`config.mk`:
```
export PLATFORM = sky130hd
export DESIGN_NAME = fsr_upper
export DESIGN_NICKNAME = d
export VERILOG_FILES = /design/src/rtl/fsr_pkg.sv /design/src/rtl/fsr_wel.sv /design/src/rtl/fsr_cfg.sv /design/src/rtl/fsr_flags.sv /design/src/rtl/fsr_upper.sv
export SDC_FILE = /design/constraint.sdc
export NUM_CORES = 1
export LEC_CHECK = 0
export BUFFER_PORTS_ARGS = -buffer_cell sky130_fd_sc_hd__buf_2
export CAP_MARGIN = 15
export CORE_AREA = 2 2 39 41
export CTS_CLUSTER_SIZE = 28
export DETAILED_ROUTE_END_ITERATION = 8
export DIE_AREA = 0 0 41 43
export GPL_TIMING_DRIVEN = 0
export MAX_ROUTING_LAYER = met4
export PLACE_DENSITY = 0.6
export SLEW_MARGIN = 20
export SYNTH_ARGS = -nofsm -noshare
export SYNTH_HDL_FRONTEND = slang
export SYNTH_HIERARCHICAL = 1
export SYNTH_SLANG_ARGS = --single-unit
```
`constraint.sdc`:
```
create_clock -name clk -period 1.8 [get_ports clk]
set_input_delay 0.18 -clock clk [delete_from_list [all_inputs] [get_ports clk]]
set_output_delay 0.18 -clock clk [all_outputs]
set_load 0.1 [all_outputs]
```
`src/rtl/fsr_pkg.sv`:
```
package fsr_pkg;
  localparam int SR_W    = 8;
  localparam int N_LOCK  = 3;
  localparam int B_RSV   = 0;
  localparam int B_QE    = 1;
  localparam int B_HPF   = 2;
  localparam int B_LB_LO = 3;
  localparam int B_CMP   = B_LB_LO + N_LOCK;
  localparam int B_SUS   = B_CMP + 1;

  typedef struct packed {
    logic              cmp;
    logic [N_LOCK-1:0] lock;
    logic              qe;
  } cfg_t;

  typedef enum logic [1:0] {SUS_HOLD, SUS_SET, SUS_CLR} sus_op_e;

  // sticky merge for one-time-programmable bits
  function automatic logic lock_merge(input logic old_b, input logic new_b);
    return old_b | new_b;
  endfunction

  // clearing events outrank the setting event
  function automatic sus_op_e sus_decide(input logic pwr, input logic res,
                                         input logic susp);
    if (pwr || res) return SUS_CLR;
    if (susp)       return SUS_SET;
    return SUS_HOLD;
  endfunction

  function automatic logic wel_next(input logic cur, input logic set_c,
                                    input logic clr_c, input logic consumed);
    if (clr_c || consumed) return 1'b0;
    if (set_c)             return 1'b1;
    return cur;
  endfunction

  function automatic logic [SR_W-1:0] pack_sr(input cfg_t c, input logic hpf,
                                               input logic sus);
    logic [SR_W-1:0] v;
    v = '0;
    v[B_QE]  = c.qe;
    v[B_HPF] = hpf;
    v[B_LB_LO +: N_LOCK] = c.lock;
    v[B_CMP] = c.cmp;
    v[B_SUS] = sus;
    v[B_RSV] = 1'b0;
    return v;
  endfunction
endpackage

```
`src/rtl/fsr_wel.sv`:
```
module fsr_wel (
  input  logic clk,
  input  logic rst_n,
  input  logic we_cmd,
  input  logic wd_cmd,
  input  logic pwr_cycle,
  input  logic wr_accept,
  output logic wel
);
  import fsr_pkg::*;
  logic wel_q;

  always_ff @(posedge clk or negedge rst_n) begin
    if (!rst_n) wel_q <= 1'b0;
    else        wel_q <= wel_next(wel_q, we_cmd, wd_cmd || pwr_cycle, wr_accept);
  end

  assign wel = wel_q;
endmodule

```
`src/rtl/fsr_cfg.sv`:
```
module fsr_cfg (
  input  logic                      clk,
  input  logic                      rst_n,
  input  logic                      wr_accept,
  input  logic                      wr_qe,
  input  logic                      wr_cmp,
  input  logic [fsr_pkg::N_LOCK-1:0] wr_lock,
  output fsr_pkg::cfg_t             cfg
);
  import fsr_pkg::*;
  logic              qe_q, cmp_q;
  logic [N_LOCK-1:0] lock_q;

  always_ff @(posedge clk or negedge rst_n) begin
    if (!rst_n) begin
      qe_q  <= 1'b0;
      cmp_q <= 1'b0;
    end else if (wr_accept) begin
      qe_q  <= wr_qe;
      cmp_q <= wr_cmp;
    end
  end

  for (genvar i = 0; i < N_LOCK; i++) begin : g_lock
    always_ff @(posedge clk or negedge rst_n) begin
      if (!rst_n)         lock_q[i] <= 1'b0;
      else if (wr_accept) lock_q[i] <= lock_merge(lock_q[i], wr_lock[i]);
    end
  end

  assign cfg.qe   = qe_q;
  assign cfg.cmp  = cmp_q;
  assign cfg.lock = lock_q;
endmodule

```
`src/rtl/fsr_flags.sv`:
```
module fsr_flags (
  input  logic clk,
  input  logic rst_n,
  input  logic suspend_op,
  input  logic resume_op,
  input  logic pwr_cycle,
  input  logic hpm_active,
  output logic sus,
  output logic hpf
);
  import fsr_pkg::*;
  logic    sus_q, hpf_q;
  sus_op_e sus_op;

  assign sus_op = sus_decide(pwr_cycle, resume_op, suspend_op);

  always_ff @(posedge clk or negedge rst_n) begin
    if (!rst_n) begin
      sus_q <= 1'b0;
      hpf_q <= 1'b0;
    end else begin
      hpf_q <= hpm_active;
      case (sus_op)
        SUS_SET: sus_q <= 1'b1;
        SUS_CLR: sus_q <= 1'b0;
        default: sus_q <= sus_q;
      endcase
    end
  end

  assign sus = sus_q;
  assign hpf = hpf_q;
endmodule

```
`src/rtl/fsr_upper.sv`:
```
module fsr_upper (
  input  logic       clk,
  input  logic       rst_n,
  input  logic       we_cmd,
  input  logic       wd_cmd,
  input  logic       wr_req,
  input  logic [7:0] wr_data,
  input  logic       suspend_op,
  input  logic       resume_op,
  input  logic       pwr_cycle,
  input  logic       hpm_active,
  output logic [7:0] sr_hi,
  output logic       quad_en,
  output logic [2:0] sec_lock,
  output logic       wel
);
  import fsr_pkg::*;

  cfg_t cfg;
  logic sus, hpf;
  logic wr_accept;
  logic unused_wr_bits;

  // named event for the checker
  assign wr_accept      = wr_req && wel;
  assign unused_wr_bits = ^{wr_data[B_RSV], wr_data[B_HPF], wr_data[B_SUS]};

  fsr_wel u_wel (
    .clk       (clk),
    .rst_n     (rst_n),
    .we_cmd    (we_cmd),
    .wd_cmd    (wd_cmd),
    .pwr_cycle (pwr_cycle),
    .wr_accept (wr_accept),
    .wel       (wel)
  );

  fsr_cfg u_cfg (
    .clk       (clk),
    .rst_n     (rst_n),
    .wr_accept (wr_accept),
    .wr_qe     (wr_data[B_QE]),
    .wr_cmp    (wr_data[B_CMP]),
    .wr_lock   (wr_data[B_LB_LO +: N_LOCK]),
    .cfg       (cfg)
  );

  fsr_flags u_flags (
    .clk        (clk),
    .rst_n      (rst_n),
    .suspend_op (suspend_op),
    .resume_op  (resume_op),
    .pwr_cycle  (pwr_cycle),
    .hpm_active (hpm_active),
    .sus        (sus),
    .hpf        (hpf)
  );

  assign sr_hi    = pack_sr(cfg, hpf, sus);
  assign quad_en  = cfg.qe;
  assign sec_lock = cfg.lock;
endmodule

```
==> out/summary.txt <==
Worst Path Arrival - 1170 ps
Overflow after GRT - 0
io pins - 30
Max clock buf depth - 2
Pwr Density - 1540 mW/mm²
first-pass GRT wire length - 917 µm
RR Startpoint - u_wel/wel
drt pass-1 iters - 2
synthesized cell area - 357 µm²
CP required - 1620 ps
Filler Cells Inserted - 156
H-tree depth - 1
commonest non-fill, non-tap cell in the layout - buf_2
CP startpoint - u_cfg/qe_q
crit path max fanout - 2
Vias/cell - 3.68
M1 GR Usage - 0.0792
met3 usage - 0.0314
Total Wirelength - 594 µm
Synth cell types - 9
GRT met2 Usage - 0.131
min Tclk post-route - 1350 ps
hold crit path type - in2reg
crit path capture - sr_hi[1]
share of post-route cells with drive strength above 1 - 0.772
Syn Nets - 45
total number of vias - 269
CTS tree - built
largest net degree at the start of global routing - 9
DRT iter0 DRCs - 1
area grow syn2layout - 49.8%
initial antenna violation count - 0
LEAKAGE - 0.000283 µW
Seq/Total Area, Yosys - 0.561
TritonCTS Buffers - 3
Clock Latency Late Sink - 240 ps
RR Endpoint - u_cfg/cmp_q
grt peak-use layer - met2
Worst Setup End Kind - primary output
slowest CP cell - buf_2
maxcap violations - 0
cell mode on critical path - buf_4
# DRC - 0
GPL Wtd Cong - 0.585
Synth Area per Inst - 12.7 µm²
final hold violation count - 0
most frequent cells in the layout - 25 x buf_2, 9 x buf_4, 8 x dfrtp_1
final net count - 76
Crit path buffers/inverters - 3
worst-path cell chain - buf_4 -> buf_4 -> buf_2
# clock sinks - 8
synthesis-stage register bit count - 8
vias in the first global route - 250
final antenna-violating net count - 0
setup TNS - 0 ps
Crit path largest cell delay - 410 ps
Syn Inst Count - 28
hold slack - 51.8 ps
die height - 43 µm
r2r worst-path depth - 2
CTS resizes - 0
critical path depth - 3
die area - 0.00176 mm²
Worst path top cell family by delay - buffers and inverters
Worst Setup Slack, final - 453 ps
Rows - 14
Setup CP Type - reg2out
peak supply drop - 0.392 mV
synth warn - 6
status - finished clean
core footprint - 0.00138 mm²
RSZ-0062 raised after global routing - false
Starting Density - 0.258
pre-CTS setup slack - 670 ps
Startpoint Class - flop
DR WL/cell - 8.14 µm
Seq. cell area - 200 µm²
f_max - 0.742 GHz
final worst-path cycle share - 0.748
clk root buf - clkbuf_4
skew final - 4.74 ps
post-layout instance area - 534 µm²
CTS clk-pin slew, worst paths - 50 ps
final core utilization - 0.386
setup slack, reg-to-reg - 680 ps
Total GRT Usage - 0.0840
Post CTS Setup Buffer Count - 0
Die X-Extent - 41 µm
multi-input logic area - 88.8 µm²
# diodes - 0
placed cell area - 502 µm²
Final Max Tran Viols - 0
PortBufs - 25
final setup vio count - 0
==> report_power, final <==
group	leakage, µW	internal [µW]	total, µW	switching, µW
Sequential	0.0000922	207	221	14.8
Combinational	0.000177	96.4	474	377
Clock	0.0000138	75.6	126	50.1
Total	0.000283	379	821	442
==> final cells by class <==
class	count	share of cell area
Timing Repair Buffer	26	0.253
Tap cell	16	0.0375
Sequential cell	8	0.375
Buffer	9	0.126
Multi-Input combinational cell	11	0.166
Clock buffer	3	0.0422
==> logic make-up after synthesis <==
group / count (synthesis) / synth area share
flops: 8 / 0.561
buf+inv: 9 / 0.189
simple gates: 5 / 0.102
other cells: 1 / 0.0105
mux: 2 / 0.0632
compound gates: 3 / 0.0737
==> worst min path at each step <==
stage | startpoint | endpoint | slack (ps) | cells after the start
3_3_place_gp | rst_n | u_cfg/cfg[2] | 30 | 1
4_1_cts | hpm_active | u_flags/hpf | 50 | 1
6_report | hpm_active | u_flags/hpf | 50 | 1
3_5_place_dp | rst_n | u_cfg/cfg[2] | 30 | 1
2_1_floorplan | rst_n | u_cfg/cfg[1] | -120 | 0
5_1_grt | hpm_active | u_flags/hpf | 40 | 1
==> state kept, by name (all words and copies together), names as in the netlist <==
name,count
u_flags/hpf,1
u_cfg/cfg,3
u_cfg/qe_q,1
u_wel/wel,1
u_cfg/cmp_q,1
u_flags/sus,1
==> worst register-to-register path, cell delays in order, from the launching register on <==
cell and delay [ps]:
dfrtp_1 350, and2_1 290, mux2_2 370
==> cells in the mapped netlist <==
| library cell | instances | share of area |
|---|---|---|
| and2_1 | 1 | 0.018 |
| conb_1 | 1 | 0.011 |
| a21o_2 | 3 | 0.074 |
| dfrtp_1 | 8 | 0.56 |
| buf_4 | 9 | 0.19 |
| nor3_2 | 1 | 0.028 |
| nor4_2 | 1 | 0.035 |
| nor2_1 | 2 | 0.021 |
| mux2_2 | 2 | 0.063 |
==> layer usage <==
layer	routed length [µm]	share of wire	up-vias
met5	0	0	-
met2	287	0.48	14
li1	-	-	142
met4	0	0	0
met1	238	0.40	113
met3	68	0.11	0
==> what timing repair did <==
item	CTS	global route
hold buffers	1	0
hold endpoints to repair	8	0
endpoints found under the setup margin	0	0
==> through the flow <==
stage,cells,power (µW)
global placement,69,698
global route,73,864
finish,73,821
CTS,73,832
detailed placement,69,700
floorplan,28,637
Power figures use the tool's default switching activity.
